File: src/rtl/gpio_guard.sv
module gpio_guard #(
  parameter int NPINS = 32,
  parameter int AW    = 4
) (
  input  logic             clk,
  input  logic             rst_n,
  input  logic             bus_valid,
  input  logic             bus_write,
  input  logic [AW-1:0]    bus_addr,
  input  logic [NPINS-1:0] bus_wdata,
  input  logic             bus_priv,
  input  logic             bus_secure,
  output logic [NPINS-1:0] bus_rdata,
  output logic             bus_err,
  input  logic [NPINS-1:0] pin_in,
  output logic [NPINS-1:0] pin_out,
  output logic [NPINS-1:0] pin_oe,
  input  logic [NPINS-1:0] evt_in,
  input  logic [NPINS-1:0] dma_done,
  output logic             irq
);
  localparam int NB  = NPINS / 8;
  localparam int BYP = 4 * NB;
  localparam logic [AW-1:0] A_OUT = AW'(0);
  localparam logic [AW-1:0] A_SET = AW'(1);
  localparam logic [AW-1:0] A_CLR = AW'(2);
  localparam logic [AW-1:0] A_TGL = AW'(3);
  localparam logic [AW-1:0] A_DIR = AW'(4);
  localparam logic [AW-1:0] A_IN  = AW'(5);
  localparam logic [AW-1:0] A_FLG = AW'(6);
  localparam logic [AW-1:0] A_DMA = AW'(7);
  localparam logic [AW-1:0] A_ATR = AW'(8);

  logic [NPINS-1:0] out_q, dir_q, s1_q, s2_q, flag_q, dma_q;
  logic [3*NB-1:0]  code_q;
  logic             byp_q;

  logic             cls_ps, cls_us;
  logic [NB-1:0]    rd_ok, wr_ok;
  logic [NPINS-1:0] rbm, wbm, wm, flg_clr, attr_rd;
  logic             is_attr, mapped, port_ok, wr;

  assign cls_ps = bus_priv & bus_secure;
  assign cls_us = ~bus_priv & bus_secure;

  for (genvar k = 0; k < NB; k++) begin : g_byte
    logic [2:0] c;
    assign c = code_q[3*k +: 3];
    assign rd_ok[k] = byp_q | (cls_ps ? (c != 3'd7) :
                               cls_us ? (c <= 3'd4) :
                               (c == 3'd0 || c == 3'd1 || c == 3'd3));
    assign wr_ok[k] = byp_q | (cls_ps ? (c <= 3'd5) :
                               cls_us ? (c <= 3'd2) : (c == 3'd0));
    assign rbm[8*k +: 8] = {8{rd_ok[k]}};
    assign wbm[8*k +: 8] = {8{wr_ok[k]}};
  end

  always_comb begin
    attr_rd = '0;
    for (int k = 0; k < NB; k++) attr_rd[4*k +: 3] = code_q[3*k +: 3];
    attr_rd[BYP] = byp_q;
  end

  assign is_attr = bus_addr == A_ATR;
  assign mapped  = bus_addr <= A_ATR;
  assign port_ok = bus_write ? &wr_ok : &rd_ok;
  assign bus_err = bus_valid & (~mapped | (is_attr ? ~cls_ps : ~port_ok));
  assign wr      = bus_valid & bus_write;
  assign wm      = bus_wdata & wbm;
  assign flg_clr = (wr && bus_addr == A_FLG) ? wm : '0;

  always_comb begin
    bus_rdata = '0;
    if (bus_valid && !bus_write) begin
      case (bus_addr)
        A_OUT:   bus_rdata = out_q & rbm;
        A_DIR:   bus_rdata = dir_q & rbm;
        A_IN:    bus_rdata = s2_q & rbm;
        A_FLG:   bus_rdata = flag_q & rbm;
        A_DMA:   bus_rdata = dma_q & rbm;
        A_ATR:   if (cls_ps) bus_rdata = attr_rd;
        default: bus_rdata = '0;
      endcase
    end
  end

  always_ff @(posedge clk or negedge rst_n) begin
    if (!rst_n) begin
      out_q  <= '0;
      dir_q  <= '0;
      s1_q   <= '0;
      s2_q   <= '0;
      flag_q <= '0;
      dma_q  <= '0;
      code_q <= '0;
      byp_q  <= 1'b0;
    end else begin
      s1_q   <= pin_in;
      s2_q   <= s1_q;
      flag_q <= (flag_q & ~flg_clr & ~(dma_q & dma_done)) | evt_in;
      if (wr) begin
        case (bus_addr)
          A_OUT: out_q <= (out_q & ~wbm) | wm;
          A_SET: out_q <= out_q | wm;
          A_CLR: out_q <= out_q & ~wm;
          A_TGL: out_q <= out_q ^ wm;
          A_DIR: dir_q <= (dir_q & ~wbm) | wm;
          A_DMA: dma_q <= (dma_q & ~wbm) | wm;
          A_ATR: if (cls_ps) begin
            for (int k = 0; k < NB; k++) code_q[3*k +: 3] <= bus_wdata[4*k +: 3];
            byp_q <= bus_wdata[BYP];
          end
          default: ;
        endcase
      end
    end
  end

  assign pin_out = out_q;
  assign pin_oe  = dir_q;
  assign irq     = |(flag_q & ~dma_q);
endmodule

File: config.mk
export PLATFORM = sky130hd
export DESIGN_NAME = gpio_guard
export DESIGN_NICKNAME = d
export VERILOG_FILES = /design/src/rtl/gpio_guard.sv
export SDC_FILE = /design/constraint.sdc
export NUM_CORES = 1
export LEC_CHECK = 0
export BUFFER_PORTS_ARGS = -buffer_cell sky130_fd_sc_hd__buf_2
export CELL_PAD_IN_SITES_DETAIL_PLACEMENT = 0
export CELL_PAD_IN_SITES_GLOBAL_PLACEMENT = 1
export CORE_MARGIN = 4
export CORE_UTILIZATION = 46
export CTS_CLUSTER_SIZE = 30
export DETAILED_ROUTE_END_ITERATION = 16
export GPL_TIMING_DRIVEN = 0
export HOLD_SLACK_MARGIN = 0.1
export PLACE_DENSITY_LB_ADDON = 0.2
export SETUP_SLACK_MARGIN = 0.3
export SYNTH_ARGS = -nofsm -noshare
export SYNTH_HDL_FRONTEND = slang
export SYNTH_SLANG_ARGS = --single-unit
File: constraint.sdc
create_clock -name clk -period 5.3 [get_ports clk]
set_clock_uncertainty 0.1 [all_clocks]
set_input_delay 0 -clock clk [delete_from_list [all_inputs] [get_ports clk]]
set_output_delay 0 -clock clk [all_outputs]
set_load 0.05 [all_outputs]
==> metrics.txt <==
run status finished clean; CTS tree done; Worst path max stage delay 0.87 ns; multi-input gate area in the final layout 5140 sq um; synth unique cells 55; Cell Rows 55; Net Count, Synth 1120; total clock buffers created by CTS 23; Top delay family on crit path buffers and inverters; first-pass GRT wire length 59600 microns; filler cell count in the final layout 1813; Register-to-Register Setup Slack 2.39 ns; worst min-delay path category in -> reg; estimated wirelength of the detail-placed design 26400 microns; Total Negative Setup Slacks 0 ns; count of vias placed by the detailed router 9857; IR drop worst, VDD 206 uV; quantity of I/O buffers inserted on ports 234; worst max-slew margin expressed relative to the limit 24.4%; grt ovf 0; Worst Setup Path Type in -> reg; share of post-route cells with drive strength above 1 30.1%; Final Max Tran Viols 0; Post-route DRC 0; Final Hold Fails 0; Data required, critical path 5.59 ns; area of all sequential standard cells 5130 sq um; clk_lat worst skew 0.51 ns; number of synthesized register bits 205; highest-count cells in the layout ignoring fill and taps sky130_fd_sc_hd__buf_2 (255), sky130_fd_sc_hd__dfrtp_1 (205), sky130_fd_sc_hd__dlygate4sd3_1 (171); area of the die 25700 sq um; type of origin of the critical path input pin; Top-Level Pins 236; wire per inst 22.9 microns; Resize count post-CTS 0; Placement Cell Area 12200 sq um; fin worst setup slack 2.27 ns; via density per instance 5.87; primary flip-flop cell chosen by synthesis mapping sky130_fd_sc_hd__dfrtp_1; leakage 6.69 nW; endpoint arrival time on the critical path 3.32 ns; Stages on worst setup path 9; final-report setup violation count 0; post-CTS setup buffer count 0; library cell contributing the largest single delay on the critical path sky130_fd_sc_hd__nor3_1; worst-path cell chain dlygate4sd3_1, buf_2, buf_4, nand2b_1, nor3_1, buf_2, nand3_1, a31o_1, dlygate4sd3_1; pin count of the biggest net entering global routing 110; overall global routing resource usage 29.6%; Post-synth EDFFs 0; Critical Path End Type flop; horizontal die dimension 160 microns; total of max-cap violations 0; design area 14700 sq um; asr flop ratio synth 100%; Worst Tran Pin Value 1.13 ns; count of antenna-violating nets left after detailed routing 0; max frequency 330 MHz; cell count after synthesis 950; average footprint of a synthesized cell 11.2 sq um; count of cells along the worst register-to-register path 10; via count of the first global-routing pass 10300; RSZ-0062 raised after global routing false; Final Routed Wirelength 38400 microns; Clock Pin Slew Worst Setup and Hold Paths 0.06 ns; root cell of the clock tree sky130_fd_sc_hd__clkbuf_16; pre-CTS setup slack 2.67 ns; DRT iter0 DRCs 763; total power divided by cell area 338 nW/um^2; number of diodes added for antenna fixing 0; H-Tree Depth 1; final critical-path required period 3.03 ns; leading cell type in the layout, fill and taps excluded sky130_fd_sc_hd__buf_2; Detailed Routing Iterations Pass 1 5; Clock Tree Buf Depth 3; area added between synthesis and finish 37.5%; number of buffers and inverters on the critical path 5; critical-path maximum fanout 10; final cycle utilization of the critical path 57.2%; initial cell density of the core 47.0%; die outline height 160 microns; mapped cell area 10700 sq um; synthesis warning total 0; share of the yosys chip area belonging to registers 48.0%; weighted congestion at the end of routability-driven global placement 0.946; number of sinks on the clock net 205; antenna violations before repair 0; core area 22700 sq um; fin nets 1552; WHS Path Cells 4
-- cell usage after synthesis, types with 23 or more instances --
cell | count | share of area (%)
sky130_fd_sc_hd__dfrtp_1 | 205 | 48
sky130_fd_sc_hd__nand2_1 | 101 | 3.6
sky130_fd_sc_hd__a21oi_1 | 89 | 4.2
sky130_fd_sc_hd__o21ai_0 | 74 | 3.5
sky130_fd_sc_hd__mux2_2 | 45 | 4.7
sky130_fd_sc_hd__inv_1 | 36 | 1.3
sky130_fd_sc_hd__nand3_1 | 34 | 1.6
sky130_fd_sc_hd__ha_1 | 32 | 3.8
sky130_fd_sc_hd__mux4_2 | 32 | 6.8
sky130_fd_sc_hd__o31ai_1 | 32 | 2.3
sky130_fd_sc_hd__a2bb2oi_1 | 31 | 2.5
sky130_fd_sc_hd__mux2_1 | 23 | 2.4
-- where the power goes --
group          internal [mW]  total, mW  switching, mW  leakage, nW
Combinational          0.555       1.43          0.873         3.94
Sequential              1.77       2.00          0.228         2.40
Clock                  0.896       1.53          0.637        0.348
Total                   3.22       4.96           1.74         6.69
-- final timing paths --
path / start / to
hold reg to reg: s1_q[16] / s2_q[16]
min in group asynchronous: rst_n / s1_q[13]
max in group asynchronous: rst_n / s2_q[21]
setup / recovery: bus_addr[0] / flag_q[8]
setup reg to reg: code_q[9] / pin_out[31]
hold / removal: dma_done[31] / flag_q[31]
-- stage by stage --
stage	cells	total power, mW	util [%]	hold WS [ns]
2_1_floorplan	950	2.86	-	-0.396
3_3_place_gp	1469	3.29	53.7	0.00815
3_5_place_dp	1470	3.32	53.9	-0.0342
4_1_cts	1679	4.97	64.7	0.200
5_1_grt	1679	5.18	64.7	0.231
6_report	1679	4.96	64.7	0.225
-- worst register-to-register path, cell delays in order, from the launching register on --
cell	delay [ns]
sky130_fd_sc_hd__dfrtp_1	0.45
sky130_fd_sc_hd__nor2b_1	0.18
sky130_fd_sc_hd__o32ai_2	0.27
sky130_fd_sc_hd__buf_2	0.30
sky130_fd_sc_hd__o21ai_0	0.17
sky130_fd_sc_hd__ha_1	0.29
sky130_fd_sc_hd__o21ai_0	0.15
sky130_fd_sc_hd__a21oi_1	0.08
sky130_fd_sc_hd__a21oi_1	0.17
sky130_fd_sc_hd__a2bb2oi_1	0.17
sky130_fd_sc_hd__dlygate4sd3_1	0.55
-- layout make-up --
type	instances	area share, %
Multi-Input combinational cell	655	35.0
Clock buffer	32	4.42
Inverter	36	0.920
Sequential cell	205	34.9
Buffer	54	1.85
Timing Repair Buffer	407	20.1
Clock inverter	5	0.366
Tap cell	285	2.43
-- repair_timing --
item                                   4_1_cts  5_1_grt
hold buffers                               172        0
setup endpoints to repair                    0        0
endpoints found under the hold margin      378        0
-- logic make-up (layout without fill, tap and decap cells) --
group / after synthesis / in the layout / synth area share, %
fa+ha+maj: 32 / 32 / 3.75
simple gates: 210 / 210 / 10.5
buf+inv: 90 / 534 / 3.81
flops: 205 / 205 / 48.0
mux: 112 / 112 / 15.4
compound gates: 301 / 301 / 18.4
-- routing by layer --
metal  part of all wire, %  global-route usage, %  vias to the layer above
met5                     0                      0                        -
met4                   3.9                   10.6                        0
met3                   7.2                   5.39                       93
met2                    46                   47.2                      444
met1                    43                   40.8                     4919
li1                      -                      -                     4401
Note: power is estimated with default switching activity, not from simulation.
